==> src/rtl/isr_pkg.sv <==
package isr_pkg;
  localparam int NUM_SRC   = 8;
  localparam int NUM_LVL   = 2;
  localparam int NUM_PULSE = NUM_SRC - NUM_LVL;
  localparam int NMI_IDX   = 7;
  localparam int TXREQ_IDX = 1;
  localparam int RXREQ_IDX = 0;
  localparam logic ADDR_MASK = 1'b0;
  localparam logic ADDR_STAT = 1'b1;
  typedef logic [NUM_SRC-1:0] src_vec_t;
endpackage

==> src/rtl/isr_status_bank.sv <==
module isr_status_bank #(
  parameter int W = 8
) (
  input  logic         clk_i,
  input  logic         rst_ni,
  input  logic [W-1:0] set_i,
  input  logic [W-1:0] clr_i,
  output logic [W-1:0] stat_o
);
  for (genvar i = 0; i < W; i++) begin : g_bit
    logic bit_q;
    // set has priority so a coincident event is never lost
    always_ff @(posedge clk_i or negedge rst_ni) begin
      if (!rst_ni)       bit_q <= 1'b0;
      else if (set_i[i]) bit_q <= 1'b1;
      else if (clr_i[i]) bit_q <= 1'b0;
    end
    assign stat_o[i] = bit_q;
  end
endmodule

==> src/rtl/isr_mask_reg.sv <==
module isr_mask_reg #(
  parameter int W = 8
) (
  input  logic         clk_i,
  input  logic         rst_ni,
  input  logic         we_i,
  input  logic [W-1:0] wdata_i,
  output logic [W-1:0] mask_o
);
  logic [W-1:0] mask_q;
  always_ff @(posedge clk_i or negedge rst_ni) begin
    if (!rst_ni)   mask_q <= '0;
    else if (we_i) mask_q <= wdata_i;
  end
  assign mask_o = mask_q;
endmodule

==> src/rtl/isr_irq_gen.sv <==
module isr_irq_gen #(
  parameter int W   = 8,
  parameter int NMI = 7
) (
  input  logic         clk_i,
  input  logic         rst_ni,
  input  logic [W-1:0] stat_i,
  input  logic [W-1:0] mask_i,
  output logic         irq_o
);
  logic [W-1:0] en_v;
  logic         irq_d, irq_q;

  for (genvar i = 0; i < W; i++) begin : g_en
    if (i == NMI) begin : g_nmi
      assign en_v[i] = 1'b1;
    end else begin : g_msk
      assign en_v[i] = mask_i[i];
    end
  end

  assign irq_d = |(stat_i & en_v);

  always_ff @(posedge clk_i or negedge rst_ni) begin
    if (!rst_ni) irq_q <= 1'b0;
    else         irq_q <= irq_d;
  end
  assign irq_o = irq_q;
endmodule

==> src/rtl/isr_unit.sv <==
module isr_unit
  import isr_pkg::*;
(
  input  logic                 clk_i,
  input  logic                 rst_ni,
  input  logic [NUM_PULSE-1:0] pulse_i,
  input  logic                 tx_req_i,
  input  logic                 rx_req_i,
  input  logic                 reg_we_i,
  input  logic                 reg_addr_i,
  input  logic [NUM_SRC-1:0]   reg_wdata_i,
  output logic [NUM_SRC-1:0]   reg_rdata_o,
  output logic                 irq_o
);
  src_vec_t set_v, clr_v, status_q, mask_q;
  logic     mask_we;

  always_comb begin
    set_v            = '0;
    set_v[NUM_SRC-1:NUM_LVL] = pulse_i;
    set_v[TXREQ_IDX] = tx_req_i;
    set_v[RXREQ_IDX] = rx_req_i;
  end

  assign clr_v   = (reg_we_i && reg_addr_i == ADDR_STAT) ? reg_wdata_i : '0;
  assign mask_we = reg_we_i && reg_addr_i == ADDR_MASK;

  isr_status_bank #(.W(NUM_SRC)) u_stat (
    .clk_i  (clk_i),
    .rst_ni (rst_ni),
    .set_i  (set_v),
    .clr_i  (clr_v),
    .stat_o (status_q)
  );

  isr_mask_reg #(.W(NUM_SRC)) u_mask (
    .clk_i   (clk_i),
    .rst_ni  (rst_ni),
    .we_i    (mask_we),
    .wdata_i (reg_wdata_i),
    .mask_o  (mask_q)
  );

  isr_irq_gen #(.W(NUM_SRC), .NMI(NMI_IDX)) u_irq (
    .clk_i  (clk_i),
    .rst_ni (rst_ni),
    .stat_i (status_q),
    .mask_i (mask_q),
    .irq_o  (irq_o)
  );

  assign reg_rdata_o = (reg_addr_i == ADDR_STAT) ? status_q : mask_q;
endmodule

==> config.mk <==
export PLATFORM = sky130hd
export DESIGN_NAME = isr_unit
export DESIGN_NICKNAME = d
export VERILOG_FILES = /design/src/rtl/isr_pkg.sv /design/src/rtl/isr_status_bank.sv /design/src/rtl/isr_mask_reg.sv /design/src/rtl/isr_irq_gen.sv /design/src/rtl/isr_unit.sv
export SDC_FILE = /design/constraint.sdc
export NUM_CORES = 1
export LEC_CHECK = 0
export BUFFER_PORTS_ARGS = -buffer_cell sky130_fd_sc_hd__buf_2
export CAP_MARGIN = 10
export CORE_MARGIN = 2
export CORE_UTILIZATION = 25
export DETAILED_ROUTE_END_ITERATION = 8
export PLACE_DENSITY = 0.48
export SETUP_SLACK_MARGIN = 0.3
export SLEW_MARGIN = 20
export SYNTH_ARGS = -nofsm -noshare
export SYNTH_HDL_FRONTEND = slang
export SYNTH_SLANG_ARGS = --single-unit
==> constraint.sdc <==
create_clock -name clk_i -period 1.4 [get_ports clk_i]
set_input_delay 0.21 -clock clk_i [delete_from_list [all_inputs] [get_ports clk_i]]
set_output_delay 0.21 -clock clk_i [all_outputs]
set_load 0.01 [all_outputs]
; Word-level counts from Yosys, hierarchy flattened
; Cells that the tools add are included.
[word_totals]
input_bits = 20
out_inout_bits = 9
elab_cells = 41
reg_bits = 17
[op_classes]
muxes = 18
reduce_logical = 11
n_bitwise = 2
[op_table]
columns = cell, n
row1 = $mux W1, 16
row2 = $mux W8, 2
row3 = $reduce_bool A2 Y1, 8
row4 = $and A8 B8 Y8, 1
row5 = $reduce_or A8 Y1, 1
row6 = $logic_and A1 B1 Y1, 2
row7 = $not A1 Y1, 1

; Logic depth before layout (Yosys ltp)
; Gate-level depths: netlist (run 1).
[depth]
ltp_word = 4
depth_mapped = 5
depth_no_buf = 3

; By module
; Synthesis (run 1) repeated with hierarchy kept, for this count alone.
[unflattened]
cells_unflattened = 74
area_unflattened_um2 = 920.9
[by_module_without_submodules]
columns = module, n_inst, cells_each, seq_area_each_um2, area_each_um2
row1 = isr_status_bank, 1, 32, 200.2, 350.3
row2 = isr_mask_reg, 1, 17, 200.2, 331.6
row3 = isr_unit, 1, 19, 0.0, 172.7
row4 = isr_irq_gen, 1, 6, 25.0, 66.3

; Worst setup path after synthesis (run 1)
; No wires, ideal clock.
[synth_path]
kind = in2reg
startpoint = in reg_addr_i
endpoint = reg u_mask.mask_q[0] (netlist: u_mask.mask_o[0])
n_path_buf = 2
slack_ns = 0.398
path_stages = 4
arrival_ns = 0.877
setup_ns = 0.125
required_ns = 1.275
cell_sequence = buf_6 nand2b_4 buf_6 mux2_4
[synth_via]
elab_chain_len = 2
[synth_lines]
columns = element, line_no
row1 = from (decl), isr_unit.sv:10  ; input logic reg_addr_i,
row2 = $not A1 Y1, isr_unit.sv:26  ; assign mask_we = reg_we_i && reg_addr_i == ADDR_MASK;
row3 = $logic_and A1 B1 Y1, isr_unit.sv:26
row4 = to (signal assigned), isr_mask_reg.sv:13  ; else if (we_i) mask_q <= wdata_i;
row5 = to (decl), isr_mask_reg.sv:10  ; logic [W-1:0] mask_q;
; Every way passes these cells.
; A chain may end at the register's enable or synchronous reset.

; Worst setup path in the final report (run 1)
[layout_path]
startpoint = reg u_mask.mask_q[0] (netlist: u_mask.mask_o[0])
endpoint = out reg_rdata_o[0]
[layout_via]
elab_chain_len = 1
[layout_lines]
columns = element, line_no
row1 = $mux W8, isr_unit.sv:52  ; assign reg_rdata_o = (reg_addr_i == ADDR_STAT) ? status_q : mask_q;
row2 = to (decl), isr_unit.sv:12  ; output logic [NUM_SRC-1:0] reg_rdata_o,
; Every way passes these cells.

==> summary.txt, run 1 <==
Status
  – Status: complete, no violations

Power
  – Internal power: 0.000877 W
  – Logic pwr share: 0.306
  – Clock network power share: 0.220
  – Seq pwr share: 0.474
  – VDD IR max: 0.000323 V
  – P_sw: 0.000307 W
  – Pleak: 0.576 nW
  – PD cells: 977 nW/um^2
  – Switching part of the total: 0.259

Clocking
  – CTS H-tree lvls: 1
  – # clock sinks: 17
  – Worst-path clk slew: 0.10 ns
  – Worst-Skew Late Latency: 0.28 ns
  – TritonCTS clock tree: yes
  – Clk buf depth: 2
  – CTS Root Cell: clkbuf_4
  – Total CTS buffers: 3

Critical path
  – CP cell instances: mux2_4 -> buf_6
  – Setup crit start: u_mask.mask_o[0]$_DFFE_PN0P_
  – Crit-path max FO: 2
  – Crit end category: output pin
  – Worst path slowest cell: dfrtp_1
  – Setup crit start kind: flop
  – Worst path max stage delay: 0.40 ns
  – CP required: 1.19 ns
  – R2R Setup Slk: 0.19 ns
  – End point of the critical path: reg_rdata_o[0]
  – Worst r2r dst: u_irq.irq_o$_DFF_PN0_
  – CP arrival: 1.09 ns
  – Worst r2r src: u_stat.g_bit[6].bit_q$_DFFE_PN0P_
  – Setup CP Type: flop to output pin
  – R2R depth: 4

Routing
  – Via density: 4.19
  – Post-Route WL: 1920 um
  – Via count: 628
  – DRT Pass-1 Iters: 2
  – Post-DR wirelength/cell: 12.8 um
  – Drt first-iter violations: 7
  – Post-route antenna net violation count: 0
  – # DRC: 0

Synthesis
  – Synth top area share: 0.526
  – Most frequent cell after synthesis: dfrtp_1
  – Largest family of logic cells by synthesized area: multiplexers
  – Cells after synthesis: 59
  – Complex-gate fraction of the synthesized area: 0.111
  – Yosys reg bits: 17
  – Synth area leader: dfrtp_1
  – Synth Flop Type: dfrtp_1
  – Syn Std Cell Area: 808 um^2
  – Post-synthesis adder-cell area fraction: 0
  – Xor and xnor area share after synthesis: 0
  – Top cells by count, synth: dfrtp_1 (17), a21o_1 (8), mux2_2 (8), mux2_4 (8), nand2_1 (8)
  – Multiplexer share of the synthesized area: 0.260
  – Share of flip-flops with an asynchronous set or reset: 1.00
  – Syn nets: 79
  – Synth Warn #: 0
  – Count of different cell masters after synthesis: 14
  – EDFF count, synth: 0
  – Syn Area/Cell: 13.7 um^2
  – Top cells by area, synth: dfrtp_1 (53%), mux2_4 (15%), mux2_2 (11%), a21o_1 (7.4%), nand2_1 (3.7%)
  – Sequential share of the synthesized area: 0.526
  – Simple-Gate Fraction of Synth Area: 0.0681

Place
  – Inst Count DP: 128
  – Global placement routability congestion: 0.723
  – Detailed Place HPWL: 1240 um
  – PortBufs: 28

Layout
  – N_diodes: 0
  – Nets: 127
  – Area grow syn2layout: 50.0%
  – Share of cells above drive strength 1: 0.632
  – Fin cells: 150

Run
  – Max-cap violation count: 0

STA
  – Max_slew headroom: 0.733
  – Fin Setup TNS: 0 ns
  – Crit share post-route: 0.930
  – Fin. Hold Viols: 0
  – Worst-Margin Slew: 0.401 ns
  – Slew Viols, Final: 0
  – Final Critical Period: 1.30 ns
  – Hold_ws: 0.0926 ns
  – Fmax: 0.768 GHz
  – RSZ-0062 raised after global routing: true
  – Clock skew: 0.00274 ns
  – Final setup violation count: 0

Global routing
  – Largest net degree at the start of global routing: 18
  – Tot GR Track Use: 0.118
  – Number of global-route vias before repair: 692
  – Grt ovf: 0
  – First-pass GRT wire length: 3240 um
  – Initial antenna violation count: 0

Die
  – IO Count: 29
  – Die Y: 60.9 um
  – Die Wd: 60.9 um
  – Die area: 3700 um^2
  – Core ar.: 3050 um^2
  – Starting Density: 0.265
  – Std cell rows: 20

Hold path
  – Hold Crit Class: input pin to flop
## layer usage
| metal | wire length [um] | vias up | GRT usage |
|---|---|---|---|
| met2 | 955 | 18 | 0.204 |
| met4 | 19 | 0 | 0.0466 |
| li1 | - | 305 | - |
| met5 | 0 | - | 0 |
| met3 | 75 | 2 | 0.0213 |
| met1 | 866 | 303 | 0.145 |
## power groups by stage
stage               logic, W  registers, W  clock network, W
floorplan           0.000147      0.000571                 0
global placement    0.000220      0.000581                 0
detailed placement  0.000221      0.000582                 0
CTS                 0.000352      0.000560          0.000278
global route        0.000393      0.000566          0.000300
finish              0.000363      0.000561          0.000261
## cell type report
type | instances | area, um^2
Clock buffer | 3 | 22.5
Clock inverter | 1 | 5.00
Fill cell | 328 | 1840
Multi-Input combinational cell | 39 | 377
Sequential cell | 17 | 425
Tap cell | 44 | 55.1
Timing Repair Buffer | 46 | 328
## cells by family after synthesis
| group | after synthesis |
|---|---|
| DFF | 17 |
| and+or+nand+nor | 11 |
| AOI/OAI and AO/OA | 12 |
| buffers and inverters | 3 |
| muxes | 16 |
## critical path: cells and delay by family (launching register included)
| family | cells | cell delay, ns |
|---|---|---|
| multiplexers | 1 | 0.28 |
| buffers and inverters | 1 | 0.12 |
| flip-flops | 1 | 0.40 |
## stage by stage
step           area, um^2  utilization  setup WS (ns)  total power [W]
2_1_floorplan         808            -          0.398         0.000719
5_1_grt              1210        0.397         0.0525          0.00126
3_3_place_gp          976        0.320          0.210         0.000801
3_5_place_dp          976        0.320          0.179         0.000804
6_report             1210        0.397         0.0983          0.00118
4_1_cts              1200        0.392         0.0929          0.00119
## state kept, by name, summed over array words and instances, names as in the netlist
| register | cells |
|---|---|
| u_mask.mask_o | 8 |
| u_stat.g_bit.bit_q | 8 |
| u_irq.irq_o | 1 |
## worst min-delay path by stage
stage | start | to | slack [ns] | cells after the start
after floorplan | rst_ni | u_irq.irq_o$_DFF_PN0_ | -0.09 | 0
after global placement | rst_ni | u_mask.mask_o[3]$_DFFE_PN0P_ | 0.16 | 1
after CTS | pulse_i[4] | u_stat.g_bit[6].bit_q$_DFFE_PN0P_ | 0.08 | 2
after global routing | pulse_i[0] | u_stat.g_bit[2].bit_q$_DFFE_PN0P_ | 0.08 | 2
final | pulse_i[4] | u_stat.g_bit[6].bit_q$_DFFE_PN0P_ | 0.09 | 2
after detailed placement | rst_ni | u_mask.mask_o[3]$_DFFE_PN0P_ | 0.16 | 1
## cell usage in the layout, fill, tap and decap left out
cell type	synthesis	routed
a21o_1	8	8
a21oi_1	1	1
a221oi_2	0	1
a22o_1	1	1
a22oi_1	1	1
and2_1	1	1
buf_2	1	20
buf_4	0	17
buf_6	2	8
clkbuf_4	0	3
clkinv_2	0	1
dfrtp_1	17	17
dlygate4sd3_1	0	1
mux2_2	8	4
mux2_4	8	12
nand2_1	8	8
nand2b_4	1	1
nand3_1	1	1
## what timing repair did
item	CTS	global route
resized for setup	13	0
pin swaps	2	0
buffers inserted	15	2
hold buffers	1	0
endpoints found under the setup margin	9	9
hold endpoints to repair	17	0
Note: power is estimated with default switching activity, not from simulation.
==> run 2, diff against run 1 <==
Settings changed: BUFFER_PORTS_ARGS -buffer_cell sky130_fd_sc_hd__buf_2 to -buffer_cell sky130_fd_sc_hd__clkbuf_2, CORE_UTILIZATION 25 to 40, PLACE_DENSITY 0.48 to 0.69.
==> run 2 against run 1 <==
Against the previous run:
- register-to-register slack better by 0.06 ns
- fmax barely moved
- die area decreased by 35%
- routed wire length is 11% lower
- critical endpoint is now reg_rdata_o[6]
- hold slack got worse by 0.0043 ns
- global-route usage up 3.4 points
- largest cell class unchanged
==> summary.txt, run 2 (synthesis gave the netlist of run 1 again) <==
Status
  – Status: complete, no violations (unchanged)

Global routing
  – Largest net degree at the start of global routing: 18 (unchanged)
  – Initial antenna violation count: 0 (unchanged)
  – Tot GR Track Use: 0.152 (was 0.118)
  – First-pass GRT wire length: 2710 um (was 3240 um)
  – Number of global-route vias before repair: 628 (was 692)
  – Grt ovf: 0 (unchanged)

Routing
  – Post-route antenna net violation count: 0 (unchanged)
  – # DRC: 0 (unchanged)
  – Post-Route WL: 1710 um (was 1920 um)
  – Post-DR wirelength/cell: 12.6 um (was 12.8 um)
  – Via count: 618 (was 628)
  – Drt first-iter violations: 9 (was 7)
  – DRT Pass-1 Iters: 4 (was 2)
  – Via density: 4.54 (was 4.19)

Die
  – IO Count: 29 (unchanged)
  – Starting Density: 0.416 (was 0.265)
  – Die Y: 49.0 um (was 60.9 um)
  – Core ar.: 1940 um^2 (was 3050 um^2)
  – Die area: 2400 um^2 (was 3700 um^2)
  – Die Wd: 49.0 um (was 60.9 um)
  – Std cell rows: 16 (was 20)

Layout
  – Commonest cells after routing, fill and taps aside: clkbuf_2 (25), buf_4 (20), dfrtp_1 (17) (was buf_2 (20), buf_4 (17), dfrtp_1 (17))
  – Share of cells above drive strength 1: 0.633 (was 0.632)
  – Area grow syn2layout: 44.7% (was 50.0%)
  – Fillers: 174 (was 328)
  – N_diodes: 0 (unchanged)
  – Commonest non-fill, non-tap cell in the layout: clkbuf_2 (was buf_2)
  – Nets: 130 (was 127)
  – Multi-input gate area: 365 um^2 (was 377 um^2)
  – Register area: 425 um^2 (unchanged)

Critical path
  – Crit end category: output pin (unchanged)
  – CP required: 1.19 ns (about the same)
  – Worst r2r src: u_mask.mask_o[6]$_DFFE_PN0P_ (was u_stat.g_bit[6].bit_q$_DFFE_PN0P_)
  – Crit-path max FO: 3 (was 2)
  – CP arrival: 1.09 ns (about the same)
  – Setup crit start: u_stat.g_bit[6].bit_q$_DFFE_PN0P_ (was u_mask.mask_o[0]$_DFFE_PN0P_)
  – Setup crit start kind: flop (unchanged)
  – Setup CP Type: flop to output pin (unchanged)

STA
  – Final worst slack: 0.0992 ns (was 0.0983 ns)
  – Max_slew headroom: 0.724 (was 0.733)
  – Fin Setup TNS: 0 ns (unchanged)
  – Fin. Hold Viols: 0 (unchanged)
  – Clock skew: 0.00748 ns (was 0.00274 ns)
  – Final Critical Period: 1.30 ns (about the same)
  – Worst-Margin Slew: 0.414 ns (was 0.401 ns)
  – Fmax: 0.769 GHz (was 0.768 GHz)
  – Final setup violation count: 0 (unchanged)
  – RSZ-0062 raised after global routing: true (unchanged)
  – Crit share post-route: 0.929 (was 0.930)
  – Slew Viols, Final: 0 (unchanged)

Clocking
  – Total CTS buffers: 3 (unchanged)
  – CTS H-tree lvls: 1 (unchanged)
  – CTS Root Cell: clkbuf_4 (unchanged)
  – # clock sinks: 17 (unchanged)
  – Worst-Skew Late Latency: 0.29 ns (was 0.28 ns)
  – TritonCTS clock tree: yes (unchanged)
  – Clk buf depth: 2 (unchanged)
  – Worst-path clk slew: 0.10 ns (about the same)

Power
  – Seq pwr share: 0.485 (was 0.474)
  – Pleak: 0.568 nW (was 0.576 nW)
  – PD cells: 991 nW/um^2 (was 977 nW/um^2)
  – VDD IR max: 0.000654 V (was 0.000323 V)
  – Switching part of the total: 0.255 (was 0.259)
  – P_sw: 0.000296 W (was 0.000307 W)
  – Logic pwr share: 0.291 (was 0.306)
  – Internal power: 0.000863 W (was 0.000877 W)
  – Clock network power share: 0.224 (was 0.220)

Hold path
  – Hold path start: pulse_i[2] (was pulse_i[4])
  – Hold Crit Class: input pin to flop (unchanged)

Run
  – Max-cap violation count: 0 (unchanged)

Place
  – Pre-CTS setup slack: 0.183 ns (was 0.179 ns)
  – Detailed Place HPWL: 1070 um (was 1240 um)
  – PortBufs: 28 (unchanged)
  – Global placement routability congestion: 0.746 (was 0.723)
==> run 2: cell types whose count changed in the layout (fill, tap and decap cells not counted), sizes merged <==
cell and change:
clkinv -1, clkbuf +26, buf -22
==> run 2: path summary, 6_finish.rpt <==
kind                                                endpoint  slack, ns  cells after the start
min                        u_stat.g_bit[4].bit_q$_DFFE_PN0P_       0.09                      2
max                                           reg_rdata_o[6]        0.1                      2
min reg2reg                u_stat.g_bit[6].bit_q$_DFFE_PN0P_       0.54                      1
max reg2reg                            u_irq.irq_o$_DFF_PN0_       0.25                      4
max in group asynchronous       u_mask.mask_o[3]$_DFFE_PN0P_       0.73                      2
min in group asynchronous       u_mask.mask_o[2]$_DFFE_PN0P_       0.37                      2
==> run 2: layout make-up <==
class                           count  area share
Sequential cell                    17       0.364
Multi-Input combinational cell     39       0.312
Timing Repair Buffer               49       0.273
Tap cell                           27      0.0289
Clock buffer                        4      0.0225
==> run 2: critical path, stage by stage (launching register included) <==
cell and delay [ns]:
dfrtp_1 0.41, mux2_4 0.27, buf_6 0.12
==> run 2: per-stage QoR <==
step / instances / cell area [um^2] / hold slack (ns) / utilization / power (W)
floorplan: 59 / 808 / -0.0856 / - / 0.000719
global placement: 111 / 955 / 0.161 / 0.492 / 0.000795
detailed placement: 111 / 955 / 0.161 / 0.492 / 0.000799
CTS: 130 / 1110 / 0.0843 / 0.570 / 0.00113
global route: 136 / 1170 / 0.0932 / 0.602 / 0.00123
finish: 136 / 1170 / 0.0883 / 0.602 / 0.00116
==> run 2: timing repair <==
item,CTS,global route
hold endpoints to repair,17,0
setup buffers,14,6
hold buffers,1,0
endpoints found under the setup margin,9,9
resized for setup,2,6
==> run 2: metal layers <==
layer | vias up | track usage | wire (um)
met5 | - | 0 | 0
met4 | 0 | 0.0714 | 0
met1 | 291 | 0.190 | 766
li1 | 312 | - | -
met2 | 15 | 0.251 | 867
met3 | 0 | 0.0337 | 80
==> run 2: power by group through the flow <==
stage	Clock, W	Sequential (W)	Combinational, W
finish	0.000260	0.000562	0.000337
global route	0.000296	0.000567	0.000364
CTS	0.000271	0.000560	0.000298
detailed placement	0	0.000580	0.000218
global placement	0	0.000580	0.000215
floorplan	0	0.000571	0.000147
==> run 3, diff against run 2 <==
Settings changed: BUFFER_PORTS_ARGS -buffer_cell sky130_fd_sc_hd__clkbuf_2 to unset, DONT_BUFFER_PORTS set to 1, PLACE_DENSITY 0.69 to 0.56.
==> run 3 against run 2 <==
Against the previous run:
- setup slack improved by 0.12 ns
- fmax increased by 9.8%
- first-iteration DRC count decreased by 100%
- largest power group unchanged
- design area decreased by 11%
- critical path depth decreased by 1
- routed wire length decreased by 4.0%
- clock skew decreased by 0.0012 ns
- global-route usage increased by 0.072 points
- final cell count decreased by 21%
- core utilization decreased by 6.8 points
- combinational power decreased by 20%
==> summary.txt, run 3 (synthesis gave the netlist of run 1 again) <==
Critical path
  – CP cell instances: mux2_4 (was mux2_4 -> buf_6)
  – Worst r2r src: u_stat.g_bit[4].bit_q$_DFFE_PN0P_ (was u_mask.mask_o[6]$_DFFE_PN0P_)
  – Crit-path max FO: 3 (unchanged)
  – R2R depth: 4 (unchanged)
  – Setup crit start kind: flop (unchanged)
  – Worst Path Buf+Inv: 0 (was 1)
  – CP arrival: 0.98 ns (was 1.09 ns)
  – Worst path slowest cell: dfrtp_1 (unchanged)
  – Worst r2r dst: u_irq.irq_o$_DFF_PN0_ (unchanged)
  – CP required: 1.19 ns (about the same)
  – Worst path depth: 1 (was 2)
  – CP top delay family: flip-flops (unchanged)
  – Worst path max stage delay: 0.40 ns (was 0.41 ns)
  – Setup CP Type: flop to output pin (unchanged)
  – Crit end category: output pin (unchanged)
  – R2R Setup Slk: 0.31 ns (was 0.25 ns)

Layout
  – Commonest non-fill, non-tap cell in the layout: dfrtp_1 (was clkbuf_2)
  – N_diodes: 0 (unchanged)
  – Share of cells above drive strength 1: 0.475 (was 0.633)
  – Commonest cells after routing, fill and taps aside: dfrtp_1 (17), mux2_4 (16), buf_4 (16) (was clkbuf_2 (25), buf_4 (20), dfrtp_1 (17))
  – Nets: 101 (was 130)
  – Area grow syn2layout: 28.5% (was 44.7%)
  – Final core utilization: 0.535 (was 0.602)

Routing
  – # DRC: 0 (unchanged)
  – Post-DR wirelength/cell: 15.4 um (was 12.6 um)
  – Via count: 527 (was 618)
  – Drt first-iter violations: 0 (was 9)
  – Via density: 4.93 (was 4.54)
  – DRT Pass-1 Iters: 1 (was 4)
  – Post-Route WL: 1650 um (was 1710 um)
  – Post-route antenna net violation count: 0 (unchanged)

STA
  – Worst-Margin Slew: 0.732 ns (was 0.414 ns)
  – Crit share post-route: 0.847 (was 0.929)
  – Fin. Hold Viols: 0 (unchanged)
  – Fmax: 0.844 GHz (was 0.769 GHz)
  – Final Critical Period: 1.19 ns (was 1.30 ns)
  – Final setup violation count: 0 (unchanged)
  – Slew Viols, Final: 0 (unchanged)
  – Clock skew: 0.00628 ns (was 0.00748 ns)
  – Fin Setup TNS: 0 ns (unchanged)
  – RSZ-0062 raised after global routing: true (unchanged)
  – Max_slew headroom: 0.511 (was 0.724)

Status
  – Status: complete, no violations (unchanged)

Global routing
  – Grt ovf: 0 (unchanged)
  – GRT met1 Usage: 0.167 (was 0.190)
  – Grt peak-use layer: met2 (unchanged)
  – Number of global-route vias before repair: 578 (was 628)
  – Tot GR Track Use: 0.153 (was 0.152)
  – First-pass GRT wire length: 2700 um (was 2710 um)
  – Initial antenna violation count: 0 (unchanged)
  – Met3 global-route usage: 0.0368 (was 0.0337)
  – M2 GR Usage: 0.276 (was 0.251)
  – Largest net degree at the start of global routing: 18 (unchanged)

Die
  – Die Y: 49.0 um (unchanged)
  – Starting Density: 0.416 (unchanged)
  – Core ar.: 1940 um^2 (unchanged)
  – Std cell rows: 16 (unchanged)
  – Die area: 2400 um^2 (unchanged)
  – Die Wd: 49.0 um (unchanged)
  – IO Count: 29 (unchanged)

Place
  – PortBufs: 0 (was 28)
  – Global placement routability congestion: 0.683 (was 0.746)
  – Detailed Place HPWL: 1050 um (was 1070 um)

Clocking
  – Worst-Skew Late Latency: 0.28 ns (was 0.29 ns)
  – Worst-path clk slew: 0.09 ns (was 0.10 ns)
  – Clk buf depth: 2 (unchanged)
  – # clock sinks: 17 (unchanged)
  – CTS H-tree lvls: 1 (unchanged)
  – Total CTS buffers: 3 (unchanged)
  – CTS Root Cell: clkbuf_4 (unchanged)
  – TritonCTS clock tree: yes (unchanged)

Power
  – VDD IR max: 0.000686 V (was 0.000654 V)
  – Pleak: 0.477 nW (was 0.568 nW)
  – PD cells: 1040 nW/um^2 (was 991 nW/um^2)

Hold path
  – Hold Crit Depth: 1 (was 2)
  – Hold path start: tx_req_i (was pulse_i[2])
  – Worst Hold End: u_stat.g_bit[1].bit_q$_DFFE_PN0P_ (was u_stat.g_bit[4].bit_q$_DFFE_PN0P_)
  – Hold Crit Class: input pin to flop (unchanged)

Run
  – Max-cap violation count: 0 (unchanged)
## run 3: worst max path at each step
stage,endpoint,from
2_1_floorplan,u_mask.mask_o[0]$_DFFE_PN0P_,reg_addr_i
3_3_place_gp,u_irq.irq_o$_DFF_PN0_,u_mask.mask_o[6]$_DFFE_PN0P_
3_5_place_dp,u_irq.irq_o$_DFF_PN0_,u_mask.mask_o[6]$_DFFE_PN0P_
4_1_cts,reg_rdata_o[6],u_mask.mask_o[6]$_DFFE_PN0P_
5_1_grt,reg_rdata_o[4],u_mask.mask_o[4]$_DFFE_PN0P_
6_report,reg_rdata_o[4],u_mask.mask_o[4]$_DFFE_PN0P_
## run 3: routing by layer
layer,routed length (um),vias to the layer above
met1,673,259
li1,-,251
met4,12,0
met2,874,15
met5,0,-
met3,85,2
## run 3: metrics by stage
step	setup slack (ns)	cells	total power, W	instance area [um^2]	hold WS (ns)
after floorplan	0.398	59	0.000719	808	-0.0856
after global placement	0.378	83	0.000731	815	-0.0853
after detailed placement	0.312	83	0.000733	815	-0.0852
after CTS	0.201	103	0.00108	995	0.00189
after global routing	0.159	107	0.00114	1040	0.00687
final	0.215	107	0.00108	1040	0.0140
## run 3: where the power goes
part / switching (W) / leakage, nW / internal (W)
Sequential: 0.0000263 / 0.178 / 0.000537
Clock: 0.000141 / 0.0150 / 0.000110
Combinational: 0.0000931 / 0.284 / 0.000176
Total: 0.000260 / 0.477 / 0.000823
## run 3: what timing repair did
action | in CTS | in global routing
buffers inserted | 13 | 4
hold buffers | 3 | 0
endpoints found under the setup margin | 8 | 9
resized for setup | 7 | 3
pin swaps | 0 | 2
hold endpoints to repair | 19 | 0
## run 3: final cells by class
cell class	instances	area [um^2]
Fill cell	185	903
Sequential cell	17	425
Multi-Input combinational cell	39	392
Timing Repair Buffer	20	161
Tap cell	27	33.8
Clock buffer	4	26.3
